**config.mk**
```make
export PLATFORM = sky130hd
export DESIGN_NAME = segdac_switch_decoder
export DESIGN_NICKNAME = d
export VERILOG_FILES = /design/src/rtl/segdac_pkg.sv /design/src/rtl/segdac_therm_decoder.sv /design/src/rtl/segdac_ctrl_bank.sv /design/src/rtl/segdac_switch_decoder.sv
export SDC_FILE = /design/constraint.sdc
export NUM_CORES = 1
export LEC_CHECK = 0
export BUFFER_PORTS_ARGS = -buffer_cell sky130_fd_sc_hd__buf_4
export CAP_MARGIN = 20
export CORE_MARGIN = 2
export CORE_UTILIZATION = 43
export CTS_CLUSTER_SIZE = 24
export DETAILED_ROUTE_END_ITERATION = 7
export PLACE_DENSITY_LB_ADDON = 0.12
export SLEW_MARGIN = 20
export SYNTH_ARGS = -nofsm -noshare
export SYNTH_HDL_FRONTEND = slang
export SYNTH_SLANG_ARGS = --single-unit
```
**constraint.sdc**
```tcl
create_clock -name clk -period 0.8 [get_ports clk]
set_input_delay 0.04 -clock clk [delete_from_list [all_inputs] [get_ports clk]]
set_output_delay 0.04 -clock clk [all_outputs]
set_load 0.03 [all_outputs]
```
**src/rtl/segdac_pkg.sv**
```systemverilog
package segdac_pkg;

  localparam int DEF_CODE_W   = 10;
  localparam int DEF_COARSE_W = 4;
  localparam int DEF_FINE_W   = 4;

  // Number of unit lines a thermometer field of w bits needs.
  function automatic int therm_lines(input int w);
    return (1 << w) - 1;
  endfunction

endpackage

```
**src/rtl/segdac_therm_decoder.sv**
```systemverilog
module segdac_therm_decoder #(
  parameter int SEG_W = 4
) (
  input  logic [SEG_W-1:0]        value,
  output logic [(2**SEG_W)-2:0]   lines
);

  localparam int LINES = segdac_pkg::therm_lines(SEG_W);

  // Line i is on when the segment value exceeds i.
  function automatic logic [LINES-1:0] to_therm(input logic [SEG_W-1:0] v);
    logic [LINES-1:0] t;
    for (int i = 0; i < LINES; i++) begin
      t[i] = (i < int'(v));
    end
    return t;
  endfunction

  always_comb begin
    lines = to_therm(value);
  end

endmodule

```
**src/rtl/segdac_ctrl_bank.sv**
```systemverilog
module segdac_ctrl_bank #(
  parameter int WIDTH = 32
) (
  input  logic             clk,
  input  logic             rst_n,
  input  logic [WIDTH-1:0] d,
  output logic [WIDTH-1:0] q_true,
  output logic [WIDTH-1:0] q_comp
);

  // Both polarities are registered so the A and B sides switch together.
  always_ff @(posedge clk or negedge rst_n) begin
    if (!rst_n) begin
      q_true <= '0;
      q_comp <= '1;
    end else begin
      q_true <= d;
      q_comp <= ~d;
    end
  end

endmodule

```
**src/rtl/segdac_switch_decoder.sv**
```systemverilog
module segdac_switch_decoder #(
  parameter int CODE_W   = segdac_pkg::DEF_CODE_W,
  parameter int COARSE_W = segdac_pkg::DEF_COARSE_W,
  parameter int FINE_W   = segdac_pkg::DEF_FINE_W
) (
  input  logic                               clk,
  input  logic                               rst_n,
  input  logic [CODE_W-1:0]                  code_in,
  output logic [(2**COARSE_W)-2:0]           coarse_a,
  output logic [(2**COARSE_W)-2:0]           coarse_b,
  output logic [(2**FINE_W)-2:0]             fine_a,
  output logic [(2**FINE_W)-2:0]             fine_b,
  output logic [CODE_W-COARSE_W-FINE_W-1:0]  tail_a,
  output logic [CODE_W-COARSE_W-FINE_W-1:0]  tail_b
);

  localparam int TAIL_W       = CODE_W - COARSE_W - FINE_W;
  localparam int COARSE_LINES = segdac_pkg::therm_lines(COARSE_W);
  localparam int FINE_LINES   = segdac_pkg::therm_lines(FINE_W);
  localparam int BANK_W       = COARSE_LINES + FINE_LINES + TAIL_W;

  // Code fields, named for the checker and for waveform reading.
  logic [COARSE_W-1:0]     coarse_sel;
  logic [FINE_W-1:0]       fine_sel;
  logic [TAIL_W-1:0]       tail_sel;
  logic [COARSE_LINES-1:0] coarse_therm;
  logic [FINE_LINES-1:0]   fine_therm;
  logic [BANK_W-1:0]       bank_d;
  logic [BANK_W-1:0]       bank_true;
  logic [BANK_W-1:0]       bank_comp;

  assign coarse_sel = code_in[CODE_W-1 -: COARSE_W];
  assign fine_sel   = code_in[TAIL_W +: FINE_W];
  assign tail_sel   = code_in[TAIL_W-1:0];

  segdac_therm_decoder #(.SEG_W(COARSE_W)) coarse_dec_i (
    .value (coarse_sel),
    .lines (coarse_therm)
  );

  segdac_therm_decoder #(.SEG_W(FINE_W)) fine_dec_i (
    .value (fine_sel),
    .lines (fine_therm)
  );

  assign bank_d = {coarse_therm, fine_therm, tail_sel};

  segdac_ctrl_bank #(.WIDTH(BANK_W)) bank_i (
    .clk    (clk),
    .rst_n  (rst_n),
    .d      (bank_d),
    .q_true (bank_true),
    .q_comp (bank_comp)
  );

  assign coarse_a = bank_true[BANK_W-1 -: COARSE_LINES];
  assign fine_a   = bank_true[TAIL_W +: FINE_LINES];
  assign tail_a   = bank_true[TAIL_W-1:0];
  assign coarse_b = bank_comp[BANK_W-1 -: COARSE_LINES];
  assign fine_b   = bank_comp[TAIL_W +: FINE_LINES];
  assign tail_b   = bank_comp[TAIL_W-1:0];

endmodule

```
==> flow_summary.json <==
{
  "outcome": "finished with violations",
  "violations": "hold timing, setup timing",
  "dp_slack_ns": 0.006883,
  "power.leakage_nw": 1.597,
  "rsz0062_at_grt": "true",
  "clock-sinks": 64,
  "cts_tree": "done",
  "core_area_um2": 4444,
  "crit_type": "flop to output pin",
  "fp.dieH_um": 72.53,
  "path_clk_slew_ns": 0.07,
  "wl_met3_um": 325,
  "die_x_um": 72.53,
  "slowest_stage": "dfstp_2",
  "synth_common_cells": "dfrtp_1 (32), dfstp_2 (32), inv_1 (16), nor2_1 (8), nand2_1 (7)",
  "htreeDepth": 3,
  "syn2layout_area_growth_pct": 64.62,
  "min_path_type": "input port to flop",
  "vdd_ir_drop_max_mv": 1.517,
  "yosysTopAreaCellShare_pct": 41.64,
  "drv_slew": 0,
  "grt_usage_pct": 18.81,
  "max_freq_mhz": 962.4,
  "gr-total-overflow": 0,
  "place.gp.congestion": 0.7477,
  "grt_pass1_wl_mm": 7.217,
  "top_level_ports": 76,
  "yosysUniqueCellTypes": 26,
  "tightest_slew_ns": 0.3224,
  "layout-drive-gt1-share_pct": 57.85,
  "clockBufferDepth": 2,
  "p_sw_share_pct": 24.69,
  "slowest_delay_ns": 0.54,
  "synth_top_family_by_area": "simple AND/OR/NAND/NOR gates",
  "synth-compound-area-share_pct": 5.019,
  "synth.area.mux_share_pct": 0,
  "finish.net_count": 249,
  "synth_fa_ha_area_share_pct": 0,
  "cts_inserted_buffers": 9,
  "yosysTopAreaCell": "dfstp_2",
  "drtIter0Drc": 77,
  "postRouteAntennaNets": 0,
  "synth.area.top_cells": "dfstp_2 (42%), dfrtp_1 (40%), inv_1 (3.0%), nor2_1 (1.5%), nand2_1 (1.3%)",
  "avgSynthCellArea_um2": 14.74,
  "postLayoutCellArea_um2": 3324,
  "power_w": 0.007684,
  "p_seq_share_pct": 46.2,
  "ys_warn_count": 0,
  "first_pass_iters": 4,
  "pwr-share-clk_pct": 39.0,
  "hold_slack_ns": -0.05566,
  "arrival_ns": 1.00,
  "routed_via_density": 4.626,
  "async_flop_share_pct": 100.0,
  "synth_area_um2": 2019,
  "fin_crit_ns": 1.039,
  "syn-instance-count": 137,
  "wl_per_cell_um": 15.04,
  "cp_top_family": "flip-flops",
  "cp_max_fo": 1,
  "critPathBufInv": 1,
  "ys_seq_area_share_pct": 81.29,
  "syn-num-nets": 149,
  "combinationalPowerShare_pct": 14.8,
  "antenna_cells": 0,
  "final-setup-viol-count": 70,
  "tns_ns": -10.05,
  "crit_chain": "buf_6",
  "slew_headroom_pct": 78.51,
  "start_util_pct": 45.44,
  "intPower_w": 0.005787,
  "placed_area_um2": 2701,
  "num_vias": 1360,
  "p_sw_w": 0.001897,
  "synth-seq-cells": 64,
  "met2WireLength_mm": 2.366,
  "io_buffers": 75,
  "synth-edff-count": 0,
  "wl_met1_mm": 1.674,
  "first_global_vias": 1474,
  "hold_viol": 12,
  "clockRootBuffer": "clkbuf_8",
  "critPathLaunchType": "flop",
  "setup_ws_ns": -0.2390,
  "maxCapViolations": 0,
  "synth-xor-area-share_pct": 0,
  "rows": 24,
  "drt_wl_total_mm": 4.422,
  "drc": 0,
  "synth_simple_gate_area_share_pct": 8.488,
  "grt_start_max_net_pins": 65,
  "hpwl_mm": 2.651,
  "antenna_found_initial": 0,
  "critPathCaptureType": "output pin",
  "required_ns": 0.76,
  "synthFlopType": "dfstp_2",
  "power.density_nw_per_um2": 2311,
  "finalCritPeriodShare_pct": 129.9,
  "die_area_um2": 5261,
  "top_layer": "met4"
}
[worst paths after layout]
| kind | start | endpoint | slack (ns) | cells after the start |
|---|---|---|---|---|
| setup / recovery | bank_i.q_comp[26]$_DFF_PN1_ | coarse_b[9] | -0.24 | 1 |
| hold / removal | code_in[2] | bank_i.q_comp[8]$_DFF_PN1_ | -0.06 | 2 |
| max in group asynchronous | rst_n | bank_i.q_comp[10]$_DFF_PN1_ | 0.24 | 3 |
| min in group asynchronous | rst_n | bank_i.q_true[30]$_DFF_PN0_ | 0.24 | 3 |
[logic make-up (layout without fill, tap and decap cells)]
logic type,after synthesis,in the layout
simple gates,33,33
compound gates,17,17
buf+inv,23,128
flops,64,64
[cells in the final DEF (no fill, tap or decap), types with 2 or more instances in the layout]
cell type and count:
and2_1 3, dfrtp_1 32, nor2_1 6, a21o_1 3, buf_4 15, buf_12 4
nor3_1 2, nand3_1 2, nand2b_1 3, buf_6 64, clkinv_2 3, nor2_2 2
dlymetal6s4s_1 4, o21a_1 3, dlygate4sd3_1 8, bufinv_16 2, clkbuf_8 10, nand2_1 7
dfstp_2 32, inv_1 16, a21oi_1 4, o21ai_0 3
[metal layers]
| layer | vias to the layer above | GRT usage, % |
|---|---|---|
| met5 | - | 0 |
| li1 | 625 | - |
| met1 | 678 | 21.23 |
| met4 | 0 | 6.790 |
| met3 | 7 | 7.917 |
| met2 | 50 | 31.92 |
[sequential cells by signal, indices dropped and copies added (netlist names)]
signal,cells
bank_i.q_true,32
bank_i.q_comp,32
[power groups by stage]
stage / registers, W / logic [W] / clock network [W]
final: 0.00355 / 0.00113 / 0.00300
after global routing: 0.00357 / 0.00121 / 0.00321
after CTS: 0.00355 / 0.00112 / 0.00306
after detailed placement: 0.00357 / 0.000968 / 0
after global placement: 0.00356 / 0.000949 / 0
after floorplan: 0.00392 / 0.000149 / 0
[through the flow]
stage / std cells / util (%)
6_report: 294 / 74.80
3_3_place_gp: 264 / 60.78
5_1_grt: 294 / 74.80
3_5_place_dp: 264 / 60.78
2_1_floorplan: 137 / -
4_1_cts: 292 / 73.85
[area by class of cell]
cell class,count,area (um2)
multi-input cells,50,290.3
repair buffers,95,1044
fillers,280,1120
clock inverters,6,82.58
clock buffers,10,137.6
inverters,17,63.81
flip-flops and latches,64,1642
well taps,52,65.06
[what timing repair did]
action / CTS / global route
buffers inserted: 0 / 2
hold buffers: 12 / 4
pin swaps: 0 / 2
endpoints found under the setup margin: 64 / 92
hold endpoints to repair: 91 / 12
resized for setup: 64 / 10
(Power assumes the default switching activity.)
